$ cat src/rtl/key_stage_pkg.sv
package key_stage_pkg;
  typedef enum logic [2:0] {
    STG_RESET      = 3'd0,
    STG_CREATOR    = 3'd1,
    STG_OWNER_INT  = 3'd2,
    STG_OWNER_ROOT = 3'd3,
    STG_DISABLED   = 3'd4
  } stage_e;

  typedef enum logic [1:0] {
    OP_ADVANCE = 2'd0,
    OP_GEN_ID  = 2'd1,
    OP_GEN_SW  = 2'd2,
    OP_RSVD    = 2'd3
  } op_e;

  typedef enum logic [1:0] {
    ST_IDLE = 2'd0,
    ST_BUSY = 2'd1,
    ST_OK   = 2'd2,
    ST_ERR  = 2'd3
  } status_e;

  function automatic logic [7:0] salt_byte(stage_e s, op_e o, logic cdi);
    return {s, o, cdi, 2'b01};
  endfunction
endpackage

$ cat src/rtl/ks_cmd_ctrl.sv
module ks_cmd_ctrl
  import key_stage_pkg::*;
(
  input  logic    clk_i,
  input  logic    rst_ni,
  input  logic    cmd_valid_i,
  input  op_e     cmd_op_i,
  input  logic    cmd_cdi_i,
  input  stage_e  stage_i,
  input  logic    escalate_i,
  input  logic    hash_valid_i,
  output logic    accept_o,
  output logic    complete_o,
  output op_e     op_q_o,
  output logic    cdi_q_o,
  output logic    hash_req_o,
  output status_e status_o,
  output logic    op_done_o
);
  logic    busy_q;
  logic    legal, reject, abort;
  status_e status_q;
  logic    done_q;
  op_e     op_q;
  logic    cdi_q;

  always_comb begin
    unique case (cmd_op_i)
      OP_ADVANCE: legal = (stage_i != STG_DISABLED);
      OP_GEN_ID,
      OP_GEN_SW:  legal = (stage_i != STG_RESET);
      default:    legal = 1'b0;
    endcase
  end

  assign accept_o   = cmd_valid_i && !busy_q && !escalate_i && legal;
  assign complete_o = busy_q && hash_valid_i && !escalate_i;
  assign abort      = busy_q && escalate_i;
  // a command arriving alongside the digest is dropped
  assign reject     = cmd_valid_i && !escalate_i && (busy_q ? !hash_valid_i : !legal);

  always_ff @(posedge clk_i or negedge rst_ni) begin
    if (!rst_ni) begin
      busy_q   <= 1'b0;
      status_q <= ST_IDLE;
      done_q   <= 1'b0;
      op_q     <= OP_ADVANCE;
      cdi_q    <= 1'b0;
    end else begin
      if (accept_o)                busy_q <= 1'b1;
      else if (complete_o || abort) busy_q <= 1'b0;

      if (complete_o)            status_q <= ST_OK;
      else if (abort || reject)  status_q <= ST_ERR;
      else if (accept_o)         status_q <= ST_BUSY;

      done_q <= complete_o || abort || reject;

      if (accept_o) begin
        op_q  <= cmd_op_i;
        cdi_q <= cmd_cdi_i;
      end
    end
  end

  assign op_q_o     = op_q;
  assign cdi_q_o    = cdi_q;
  assign hash_req_o = busy_q;
  assign status_o   = status_q;
  assign op_done_o  = done_q;

  assert_req_hold_R3: assert property (@(posedge clk_i) disable iff (!rst_ni)
    hash_req_o && !hash_valid_i && !escalate_i |=> hash_req_o);
  assert_req_drop_R3: assert property (@(posedge clk_i) disable iff (!rst_ni)
    hash_req_o && hash_valid_i |=> !hash_req_o);
  assert_ok_done_R4: assert property (@(posedge clk_i) disable iff (!rst_ni)
    hash_req_o && hash_valid_i && !escalate_i |=> op_done_o && status_o == ST_OK);
  assert_abort_R6: assert property (@(posedge clk_i) disable iff (!rst_ni)
    hash_req_o && escalate_i |=> op_done_o && status_o == ST_ERR && !hash_req_o);
endmodule

$ cat src/rtl/ks_key_stage.sv
module ks_key_stage
  import key_stage_pkg::*;
#(
  parameter int KEY_W = 256
) (
  input  logic             clk_i,
  input  logic             rst_ni,
  input  logic             accept_i,
  input  op_e              cmd_op_i,
  input  logic             cmd_cdi_i,
  input  logic             complete_i,
  input  op_e              op_q_i,
  input  logic             escalate_i,
  input  logic [KEY_W-1:0] root_i,
  input  logic [KEY_W-1:0] digest_i,
  input  logic [KEY_W-1:0] entropy_i,
  output stage_e           stage_o,
  output logic [KEY_W-1:0] key_o,
  output logic [KEY_W-1:0] hash_data_o
);
  localparam int SALT_REP = KEY_W / 8;

  stage_e           stage_q, stage_d;
  logic [KEY_W-1:0] key_q, key_d;
  logic [KEY_W-1:0] data_q, data_d;

  always_comb begin
    data_d = data_q;
    if (accept_i) begin
      if (cmd_op_i == OP_ADVANCE && stage_q == STG_RESET) data_d = root_i;
      else data_d = key_q ^ {SALT_REP{salt_byte(stage_q, cmd_op_i, cmd_cdi_i)}};
    end
  end

  always_comb begin
    stage_d = stage_q;
    key_d   = key_q;
    if (escalate_i) begin
      if (stage_q != STG_DISABLED) begin
        stage_d = STG_DISABLED;
        key_d   = entropy_i;
      end
    end else if (complete_i && op_q_i == OP_ADVANCE) begin
      stage_d = stage_e'(3'(stage_q + 3'd1));
      key_d   = (stage_d == STG_DISABLED) ? entropy_i : digest_i;
    end
  end

  always_ff @(posedge clk_i or negedge rst_ni) begin
    if (!rst_ni) begin
      stage_q <= STG_RESET;
      key_q   <= '0;
      data_q  <= '0;
    end else begin
      stage_q <= stage_d;
      key_q   <= key_d;
      data_q  <= data_d;
    end
  end

  assign stage_o     = stage_q;
  assign key_o       = key_q;
  assign hash_data_o = data_q;

  assert_stage_step_R2: assert property (@(posedge clk_i) disable iff (!rst_ni)
    (stage_q != $past(stage_q)) |->
      (stage_q == STG_DISABLED || 3'(stage_q) == 3'($past(stage_q) + 3'd1)));
  assert_escalate_R6: assert property (@(posedge clk_i) disable iff (!rst_ni)
    escalate_i |=> stage_q == STG_DISABLED);
endmodule

$ cat src/rtl/ks_gen_out.sv
module ks_gen_out
  import key_stage_pkg::*;
#(
  parameter int KEY_W = 256
) (
  input  logic             clk_i,
  input  logic             rst_ni,
  input  logic             complete_i,
  input  op_e              op_q_i,
  input  stage_e           stage_i,
  input  logic [KEY_W-1:0] digest_i,
  input  logic [KEY_W-1:0] entropy_i,
  output logic [KEY_W-1:0] ident_o,
  output logic [KEY_W-1:0] sw_o
);
  logic [KEY_W-1:0] ident_q, sw_q, value;

  assign value = (stage_i == STG_DISABLED) ? entropy_i : digest_i;

  always_ff @(posedge clk_i or negedge rst_ni) begin
    if (!rst_ni) begin
      ident_q <= '0;
      sw_q    <= '0;
    end else if (complete_i) begin
      if (op_q_i == OP_GEN_ID) ident_q <= value;
      if (op_q_i == OP_GEN_SW) sw_q    <= value;
    end
  end

  assign ident_o = ident_q;
  assign sw_o    = sw_q;

  assert_gen_entropy_R7: assert property (@(posedge clk_i) disable iff (!rst_ni)
    complete_i && op_q_i == OP_GEN_SW && stage_i == STG_DISABLED
      |=> sw_o == $past(entropy_i));
endmodule

$ cat src/rtl/ks_sideload.sv
module ks_sideload
  import key_stage_pkg::*;
#(
  parameter int KEY_W    = 256,
  parameter int NUM_DEST = 3,
  parameter int DEST_W   = 2
) (
  input  stage_e            stage_i,
  input  logic [KEY_W-1:0]  key_i,
  input  logic [DEST_W-1:0] dest_i,
  output logic [NUM_DEST-1:0] valid_o,
  output logic [KEY_W-1:0]  key_o
);
  logic live, hit;

  assign live = (stage_i != STG_RESET) && (stage_i != STG_DISABLED);
  assign hit  = live && (int'(dest_i) < NUM_DEST);

  for (genvar d = 0; d < NUM_DEST; d++) begin : g_dest
    assign valid_o[d] = live && (dest_i == DEST_W'(d));
  end

  assign key_o = hit ? key_i : '0;
endmodule

$ cat src/rtl/key_stage_ctrl.sv
module key_stage_ctrl
  import key_stage_pkg::*;
#(
  parameter int KEY_W    = 256,
  parameter int NUM_DEST = 3,
  parameter int DEST_W   = 2
) (
  input  logic                clk_i,
  input  logic                rst_ni,
  input  logic                cmd_valid_i,
  input  logic [1:0]          cmd_op_i,
  input  logic                cmd_cdi_i,
  input  logic [KEY_W-1:0]    root_i,
  input  logic                escalate_i,
  input  logic [KEY_W-1:0]    entropy_i,
  output logic                hash_req_o,
  output logic [KEY_W-1:0]    hash_data_o,
  input  logic                hash_valid_i,
  input  logic [KEY_W-1:0]    hash_digest_i,
  output logic [1:0]          status_o,
  output logic                op_done_o,
  output logic [2:0]          stage_o,
  output logic [KEY_W-1:0]    ident_out_o,
  output logic [KEY_W-1:0]    sw_out_o,
  input  logic [DEST_W-1:0]   sl_dest_i,
  output logic [NUM_DEST-1:0] sl_valid_o,
  output logic [KEY_W-1:0]    sl_key_o
);
  logic             accept, complete, cdi_q;
  op_e              op_q;
  status_e          status;
  stage_e           stage;
  logic [KEY_W-1:0] key;

  ks_cmd_ctrl i_cmd (
    .clk_i        (clk_i),
    .rst_ni       (rst_ni),
    .cmd_valid_i  (cmd_valid_i),
    .cmd_op_i     (op_e'(cmd_op_i)),
    .cmd_cdi_i    (cmd_cdi_i),
    .stage_i      (stage),
    .escalate_i   (escalate_i),
    .hash_valid_i (hash_valid_i),
    .accept_o     (accept),
    .complete_o   (complete),
    .op_q_o       (op_q),
    .cdi_q_o      (cdi_q),
    .hash_req_o   (hash_req_o),
    .status_o     (status),
    .op_done_o    (op_done_o)
  );

  ks_key_stage #(.KEY_W(KEY_W)) i_stage (
    .clk_i       (clk_i),
    .rst_ni      (rst_ni),
    .accept_i    (accept),
    .cmd_op_i    (op_e'(cmd_op_i)),
    .cmd_cdi_i   (cmd_cdi_i),
    .complete_i  (complete),
    .op_q_i      (op_q),
    .escalate_i  (escalate_i),
    .root_i      (root_i),
    .digest_i    (hash_digest_i),
    .entropy_i   (entropy_i),
    .stage_o     (stage),
    .key_o       (key),
    .hash_data_o (hash_data_o)
  );

  ks_gen_out #(.KEY_W(KEY_W)) i_out (
    .clk_i      (clk_i),
    .rst_ni     (rst_ni),
    .complete_i (complete),
    .op_q_i     (op_q),
    .stage_i    (stage),
    .digest_i   (hash_digest_i),
    .entropy_i  (entropy_i),
    .ident_o    (ident_out_o),
    .sw_o       (sw_out_o)
  );

  ks_sideload #(.KEY_W(KEY_W), .NUM_DEST(NUM_DEST), .DEST_W(DEST_W)) i_sl (
    .stage_i (stage),
    .key_i   (key),
    .dest_i  (sl_dest_i),
    .valid_o (sl_valid_o),
    .key_o   (sl_key_o)
  );

  assign status_o = status;
  assign stage_o  = stage;

  logic unused_cdi;
  assign unused_cdi = cdi_q;

  assert_data_hold_R3: assert property (@(posedge clk_i) disable iff (!rst_ni)
    hash_req_o && $past(hash_req_o) |-> $stable(hash_data_o));
  assert_gen_keeps_key_R5: assert property (@(posedge clk_i) disable iff (!rst_ni)
    complete && op_q != OP_ADVANCE |=> $stable(key) && $stable(stage));
  assert_sl_dark_R10: assert property (@(posedge clk_i) disable iff (!rst_ni)
    (stage == STG_RESET || stage == STG_DISABLED) |-> sl_valid_o == '0);
  assert_reject_stage_R8: assert property (@(posedge clk_i) disable iff (!rst_ni)
    hash_req_o && cmd_valid_i && !hash_valid_i && !escalate_i |=> $stable(stage));
endmodule

$ cat config.mk
export PLATFORM = sky130hd
export DESIGN_NAME = key_stage_ctrl
export DESIGN_NICKNAME = d
export VERILOG_FILES = /design/src/rtl/key_stage_pkg.sv /design/src/rtl/ks_cmd_ctrl.sv /design/src/rtl/ks_key_stage.sv /design/src/rtl/ks_gen_out.sv /design/src/rtl/ks_sideload.sv /design/src/rtl/key_stage_ctrl.sv
export SDC_FILE = /design/constraint.sdc
export NUM_CORES = 2
export LEC_CHECK = 0
export BUFFER_PORTS_ARGS = -buffer_cell sky130_fd_sc_hd__buf_2
export CAP_MARGIN = 0
export CORE_AREA = 2 2 703 705
export DETAILED_ROUTE_END_ITERATION = 10
export DIE_AREA = 0 0 705 707
export GPL_ROUTABILITY_DRIVEN = 0
export GPL_TIMING_DRIVEN = 0
export SYNTH_ARGS = -nofsm -noshare
export SYNTH_HDL_FRONTEND = slang
export SYNTH_HIERARCHICAL = 1
export SYNTH_SLANG_ARGS = --single-unit
$ cat constraint.sdc
create_clock -name clk_i -period 8.4 [get_ports clk_i]
set_clock_uncertainty 0.05 [all_clocks]
set_input_delay 0.84 -clock clk_i [delete_from_list [all_inputs] [get_ports clk_i]]
set_output_delay 0.84 -clock clk_i [all_outputs]
set_load 0.01 [all_outputs]
==> metrics.txt <==
status completed; WL per Instance 38.6 um; remaining antenna violation count after routing 0; Worst-Margin Slew 1440 ps; Tmin final 6570 ps; Seq pwr share 0.317; Ports 1812; Syn Inst Count 5483; register-to-register setup slack 1830 ps; crit-path cells clkbuf_1 > clkbuf_2 > inv_1 > ha_1 > a21boi_1 > or2_2 > clkbuf_1 > clkbuf_2 > buf_12 > buf_1 > a31oi_1; clock sink total 1033; Max H-tree Level 4; first-pass GRT wire length 669000 um; CP max FO 10; critical path type reg -> reg; Switching Fraction 0.485; Worst-path clk slew 60 ps; synthesized area 55500 um2; max-slew violations 0; Die Y 707 um; CTS Buf Count 147; CP Capture Type flip-flop; post-route setup TNS 0 ps; CTS Hold Bufs 1; total design power 0.0313 W; Non-Filler Instances 14400; Worst R2R End i_stage/key_o[66]; Via Count 57700; Worst Hold Endpoint i_stage/hash_data_o[89]; Setup violations, final 0; Die ar. 498000 um2; Area growth syn-to-layout 42.8%; setup bufs post-CTS 0; Slew Limit Headroom 0.0375; residual DRC count 0; Skew-Pair Late Insertion Delay 910 ps; Max-cap violations 0; vias in the first global route 54000; root buffer cell clkbuf_16; Worst EP required 9030 ps; Avg Inst Size Synth 10.1 um2; M2 GR Usage 0.341; die width 705 um; TritonCTS clock tree done; Syn Nets 6266; Lkg Pwr 36.0 nW; antenna violations before repair 348; internal power 0.0161 W; final WL 554000 um; grt met3 use 0.112; Initial DRC Count 6289; fin crit share 0.782; row cnt 258; HPWL Detailed 479000 um; CORE AREA 492000 um2; M1 GR Usage 0.218; post-route cell area 79300 um2; via density per instance 4.02; P per Cell Area 395 nW/um2; CP max stage delay 1160 ps; Initial Utilization 0.113; share of layout cells above drive strength 1 0.380; Final Hold Fails 0; placed insts 13800; placed instance area 73700 um2; Crit-path slowest cell dfrtp_1; Net Sw Power 0.0152 W; FMAX 152 MHz; total track usage 0.212; PortBufs 1810; hold path cells 3; Max VDD drop 0.189 mV; Startpoint Class flip-flop; reg2reg start i_stage/stage_o[0]; DR pass1 iterations 6; Final #Nets 8266; post-CTS sizing 0; Reg2Reg Depth 11; unrepaired setup endpoints after global routing no; clock share of power 0.211; arrival time at the worst endpoint 7200 ps; Bufs on Longest Clock Path 4; Hold Path Class in -> reg; grt ovf 0; hold_sp root_i[89]; fillers 55700; largest net degree at the start of global routing 149; count of yosys warnings during synthesis 6; busiest grt layer met2; logic gate share of total power 0.472
through the flow:
step	setup slack [ps]	hold WS, ps	utilization
after CTS	1380	11.8	0.160
after global placement	-18950	435	0.148
after floorplan	5280	461	-
after detailed placement	1330	440	0.150
final	1830	128	0.161
after global routing	1490	71.0	0.161
routing by layer:
metal  wire [um]  vias up
met2      255000     3888
met4       39000      152
met1      189000    28800
met3       70600     1320
met5        1130        -
li1            -    23500
flip-flops by register name, summed over array words and instances (netlist names):
name / count
i_stage/key_o: 256
i_stage/hash_data_o: 256
i_stage/stage_o: 3
i_cmd/op_q_o: 2
i_out/sw_o: 256
i_cmd/status_o: 2
i_cmd/hash_req_o: 1
i_out/ident_o: 256
i_cmd/op_done_o: 1
how the worst max path moves through the flow:
| stage | from | end | slack [ps] | cells after the start |
|---|---|---|---|---|
| finish | i_stage/stage_o[0] | i_stage/key_o[66] | 1830 | 11 |
| global route | i_stage/stage_o[0] | i_stage/key_o[68] | 1490 | 11 |
| CTS | i_stage/stage_o[0] | i_stage/key_o[66] | 1380 | 11 |
| detailed placement | i_stage/stage_o[0] | i_stage/key_o[71] | 1330 | 11 |
| global placement | rst_ni | i_stage/hash_data_o[151] | -18950 | 1 |
| floorplan | cmd_op_i[0] | i_stage/hash_data_o[207] | 5280 | 7 |
critical path: cells and delay by family, from the launching register on:
family,cells,cell delay (ps)
buffers and inverters,7,3670
adder cells (fa/ha/maj),1,400
flip-flops,1,1160
AND/OR/NAND/NOR,1,220
AO/OA/AOI/OAI,2,750
final cells by class:
cell class / instances / area [um2] / share of cell area
multi-input combinational: 3951 / 27100 / 0.342
sequential: 1033 / 25800 / 0.326
timing repair buffer: 1851 / 10000 / 0.126
tap: 6500 / 8130 / 0.103
clock buffer: 193 / 4080 / 0.0515
buffer: 495 / 2600 / 0.0328
clock inverter: 66 / 816 / 0.0103
antenna: 270 / 676 / 0.00852
inverter: 4 / 15.0 / 0.000189
power groups by stage:
stage | logic [W] | registers, W | clock network, W
4_1_cts | 0.0149 | 0.00994 | 0.00679
6_report | 0.0148 | 0.00992 | 0.00661
2_1_floorplan | 0.00536 | 0.00968 | 0
3_3_place_gp | 0.0147 | 0.00995 | 0
3_5_place_dp | 0.0148 | 0.00999 | 0
5_1_grt | 0.0156 | 0.0101 | 0.00695
placed cells by master (no fill, tap or decap), types with 3 or more instances in the layout:
| cell | n |
|---|---|
| clkinv_4 | 8 |
| a31oi_1 | 320 |
| clkbuf_1 | 327 |
| inv_6 | 8 |
| mux2i_1 | 257 |
| nand2_1 | 355 |
| mux2_2 | 462 |
| buf_1 | 27 |
| mux2_4 | 170 |
| xor2_1 | 193 |
| a21oi_1 | 513 |
| buf_6 | 20 |
| o21ai_0 | 8 |
| nor3_1 | 257 |
| clkbuf_8 | 23 |
| buf_2 | 1855 |
| nor3b_1 | 3 |
| clkinvlp_4 | 9 |
| buf_16 | 15 |
| clkbuf_2 | 60 |
| nand2b_1 | 289 |
| clkinv_8 | 4 |
| nor2_1 | 581 |
| buf_4 | 10 |
| inv_16 | 3 |
| diode_2 | 270 |
| dfrtp_1 | 1033 |
| clkbuf_16 | 147 |
| buf_12 | 49 |
| clkinv_2 | 20 |
| a22oi_1 | 256 |
| clkinv_16 | 3 |
| ha_1 | 5 |
| buf_8 | 4 |
| bufinv_16 | 9 |
| and2_1 | 256 |
| inv_1 | 4 |
| mux2_1 | 10 |
Power figures use the tool's default switching activity.
